==> src/rtl/chan_scan_seq.sv <==
module chan_scan_seq #(
  parameter int SLOTS  = 8,
  parameter int CODE_W = 4
) (
  input  logic                      clk,
  input  logic                      rst_n,
  input  logic [SLOTS*CODE_W-1:0]   slot_word,
  input  logic                      auto_en,
  input  logic [1:0]                samp_mode,
  input  logic [$clog2(SLOTS)-1:0]  last_idx,
  input  logic                      conv_done,
  output logic [CODE_W-1:0]         sel_code,
  output logic [CODE_W-1:0]         res_code
);
  localparam int IDX_W = $clog2(SLOTS);

  logic [CODE_W-1:0] slot [SLOTS];
  logic [IDX_W-1:0]  idx;
  logic              scan_on;

  for (genvar g = 0; g < SLOTS; g++) begin : g_slot
    assign slot[g] = slot_word[g*CODE_W +: CODE_W];
  end

  assign scan_on  = auto_en && (samp_mode == 2'b11);
  assign sel_code = scan_on ? slot[idx] : slot[0];

  always_ff @(posedge clk or negedge rst_n) begin
    if (!rst_n)
      idx <= '0;
    else if (!scan_on)
      idx <= '0;
    else if (conv_done)
      idx <= (idx >= last_idx) ? '0 : idx + 1'b1;
  end

  always_ff @(posedge clk or negedge rst_n) begin
    if (!rst_n)
      res_code <= '0;
    else if (conv_done)
      res_code <= sel_code;
  end
endmodule

==> config.mk <==
export PLATFORM = sky130hd
export DESIGN_NAME = chan_scan_seq
export DESIGN_NICKNAME = d
export VERILOG_FILES = /design/src/rtl/chan_scan_seq.sv
export SDC_FILE = /design/constraint.sdc
export NUM_CORES = 1
export LEC_CHECK = 0
export ABC_AREA = 1
export BUFFER_PORTS_ARGS = -buffer_cell sky130_fd_sc_hd__buf_4
export CAP_MARGIN = 25
export CORE_ASPECT_RATIO = 0.9
export CORE_UTILIZATION = 40
export CTS_CLUSTER_SIZE = 40
export DETAILED_ROUTE_END_ITERATION = 8
export PLACE_DENSITY = 0.75
export SETUP_SLACK_MARGIN = 0.1
export SLEW_MARGIN = 20
export SYNTH_ARGS = -nofsm -noshare
export SYNTH_HDL_FRONTEND = slang
export SYNTH_SLANG_ARGS = --single-unit
==> constraint.sdc <==
create_clock -name clk -period 2.1 [get_ports clk]
set_input_delay 0.105 -clock clk [delete_from_list [all_inputs] [get_ports clk]]
set_output_delay 0.105 -clock clk [all_outputs]
set_load 0.02 [all_outputs]
Word-level counts from Yosys, hierarchy flattened:

Index checks and enable logic that the tools add are counted.
Widths: inputs -> output; s select.

* add/subtract/negate cells: 1
* equal/unequal tests: 2
* muxes and demuxes: 7
* bitwise logic cells: 1
* reductions and logical operators: 1
* $lt $le $gt $ge: 2

Operators by type and width (number)
* $bmux 4 s3: 1
* $mux 4: 3
* $mux 3: 3
* $ge 4x4->1 const B: 1
* $not 3->4: 1
* $add 3x1->3 const B: 1
* $ge 3x3->1: 1
* $eq 2x2->1 const B: 1
* $ne 2x2->1 const B: 1
* $logic_and 1x1->1: 1

* input port bits: 41
* word-level logic and storage cells: 16
* output and inout bits: 8
* flip-flop bits (word level): 7

Logic depth before layout (Yosys ltp):

* depth in word-level cells: 5
* mapped depth: 10
* depth with buffers taken out: 9

Worst setup path after synthesis:

No wires, ideal clock.

* path kind: register to register
* start point: register idx[0]
* end point: register idx[0]
* data arrival time: 1.385 ns
* setup time: 0.083 ns
* cell stages (with the launch flop): 10
* clock period less this slack: 1.468 ns
* slack: 0.632 ns
* cells stage by stage: dfrtp_1 -> buf_6 -> inv_6 -> buf_8 -> ha_1 -> nand3_1 -> nand3_1 -> nor3_1 -> nand2_1 -> o21ai_0

* word-level cells in the longest chain between the ends: 4

Ends and longest elaborated chain
* start, declared: line 18 `logic [IDX_W-1:0] idx;`
* start signal, assigned: line 34 `idx <= (idx >= last_idx) ? '0 : idx + 1'b1;`
* $add 3x1->3 / $ge 3x3->1 (equally long branches): line 34
* $mux 3 *: line 34
* $mux 3 *: line 33 `else if (conv_done)`
* $mux 3 *: line 31 `else if (!scan_on)`

Mark *: on every way between the ends. The rest lies on a longest branch, timed or not. The select of a mux whose other input is x is not followed.
A chain may end at the register's enable or synchronous reset.

Worst setup path after layout:

* start point: register idx[0]
* end point: output port sel_code[3]

* word-level cells in the longest chain between the ends: 5

Ends and longest elaborated chain
* $not 3->4 (implied by the code): line 26 `assign sel_code = scan_on ? slot[idx] : slot[0];`
* $bmux 4 s3: line 26
* $mux 4 (implied by the code) (2 in a row): line 26
* $mux 4: line 26
* end, declared: line 12 `output logic [CODE_W-1:0] sel_code,`

Every way passes these cells. The select of a mux whose other input is x is not followed.

==> metrics <==
number of primary I/O pins=49; final hold violation count=0; CTS tree=yes; leakage power summed over all cells=0.759 nW; global routing usage summed across all routing layers=21.3%; Fin Clk Skew=0.00397 ns; gr ovfl total=0; category of the worst setup path launch point=flop; die extent in x=50.3 um; Achievable Freq=569 MHz; Netlist cell types=17; top cells by count, synth=nand2_1, inv_1, nand3_1; Row Count=15; Max Fanout on Critical Path=18; setup repair after global routing missed its margin=no; arrival time worst endpoint=1.65 ns; drc violations=0; number of nets in the final layout=242; total power of the final layout=0.441 mW; sum of negative setup slack=0 ns; diodes inserted=0; area grow syn2layout=47.1%; worst-margin pin slew=0.387 ns; area of the core region=1950 sq um; max-slew violation count=0; number of detailed-routing iterations run before antenna repair=4; category of the most critical setup path=reg2out; total of max-cap violations=0; Avg Vias per Cell=4.64; total standard cell area after synthesis=840 sq um; number of violations reported at the end of detailed-routing iteration 0=9; run status=complete, no violations; primary flip-flop cell chosen by synthesis mapping=dfrtp_1; cell with the most instances after synthesis=nand2_1; vertical die dimension=45.5 um; count of flip-flops with a built-in enable after synthesis=0; worst IR drop on VDD=0.379 mV; number of nets with antenna violations after detailed routing=0; register bit count reported by yosys=7; YS warnings=0; initial core utilization=43.0%; HPWL after detailed placement=1.77 mm; number of I/O port buffers=48; share of the synthesized area in the top cell type=22.8%; critical path data required time=2.00 ns; Final setup viols=0; Post-Synthesis Net Count=191; number of clock sinks=7; number of antenna violations at the first check in global routing=0; fraction of final layout cells with drive strength greater than 1=33.7%; Post-synth ARST share=100%; clock root cell=clkbuf_4; type of destination of the critical path=output port; total die area=2290 sq um; wire per inst=9.94 um; cell types with the largest area share after synthesis=nand2_1, dfrtp_1, nand3_1; Period minus WS final=1.76 ns; synthesized instance count=146; maximum number of pins on one net before global-route repair=19; H-tree depth=1; routed vias=1025; worst slew slack as a fraction of its limit=74.2%; Worst-Skew Late Latency=0.24 ns; DP Cell Count=216; routability-driven placement congestion ratio=0.739; number of global-route vias before repair=988; clock tree buffer depth=2; Worst Hold Class=in2reg; Clock transition at path regs=0.05 ns; library cell occupying the most area in the post-synthesis netlist=nand2_1; PD cells=357 nW/um^2; average size of a mapped cell=5.75 sq um; first-pass GRT wire length=3.79 mm; final cycle utilization of the critical path=83.6%; final standard cell count with taps included and fillers excluded=221; number of post-CTS setup repair buffers=0; part of the Yosys area used for sequential elements=20.9%; number of clock buffers inserted by TritonCTS=3; overall routed net length=2.20 mm
==> registers in the layout, indices dropped and copies added (netlist names) <==
| register | count |
|---|---|
| res_code | 4 |
| idx | 3 |
==> per-stage QoR <==
stage	hold slack, ns	utilization [%]	setup WS (ns)	instance area (sq um)
after floorplan	-0.191	-	0.632	840
after global placement	-0.0783	61.3	0.482	1200
after detailed placement	-0.0776	61.3	0.467	1200
after CTS	0.104	63.2	0.212	1230
after global routing	0.111	63.3	0.172	1230
final	0.107	63.3	0.343	1230
==> power breakdown <==
group | switching (mW) | internal (mW)
clock | 0.0439 | 0.0721
combinational | 0.0800 | 0.0934
sequential | 0.00738 | 0.144
total | 0.131 | 0.309
==> layout by cell type, fill, tap and decap left out, types with 2 or more instances in the layout <==
master / instances
a21oi_1: 4
buf_4: 49
clkbuf_4: 3
dfrtp_1: 6
ha_1: 4
inv_1: 30
nand2_1: 51
nand2_2: 11
nand3_1: 27
o21ai_0: 2
==> worst paths after layout <==
kind | from | to | slack [ns] | cells after the start
worst max-delay path | idx[0] | sel_code[3] | 0.34 | 9
worst min-delay path | conv_done | res_code[0] | 0.11 | 3
worst max register to register | idx[2] | idx[0] | 0.58 | 6
worst min register to register | res_code[2] | res_code[2] | 0.48 | 2
max in group asynchronous | rst_n | idx[0] | 1.71 | 2
min in group asynchronous | rst_n | res_code[0] | 0.25 | 2
==> cells by family after synthesis <==
logic type | share of synthesized area (%)
AO/OA/AOI/OAI | 3.58
adder cells (fa/ha/maj) | 5.96
flip-flops | 20.9
buffers and inverters | 19.8
AND/OR/NAND/NOR | 49.8
==> critical path, cell delays in order (launching register included) <==
cell     delay (ns)
dfrtp_2        0.53
inv_6          0.09
buf_4          0.23
nand2_1        0.07
nand2_1        0.06
nand2_1        0.05
nand3_1        0.06
nand3_1        0.09
nand2_2        0.08
buf_4          0.14
==> cell type report <==
cell class | count | area [sq um]
Fill cell | 193 | 717
Inverter | 32 | 125
Sequential cell | 7 | 176
Timing Repair Buffer | 50 | 378
Clock buffer | 4 | 26.3
Multi-Input combinational cell | 103 | 498
Tap cell | 25 | 31.3
==> metal layers <==
metal	GRT usage, %	wire length, um	up-vias
li1	-	-	546
met1	24.7	964	452
met2	42.4	1140	27
met3	3.00	92	0
met4	3.33	0	0
met5	0	0	-
==> repair_timing <==
item	4_1_cts	5_1_grt
hold buffers	1	0
endpoints found under the setup margin	0	4
resized for setup	0	1
hold endpoints to repair	7	0
(Power assumes the default switching activity.)
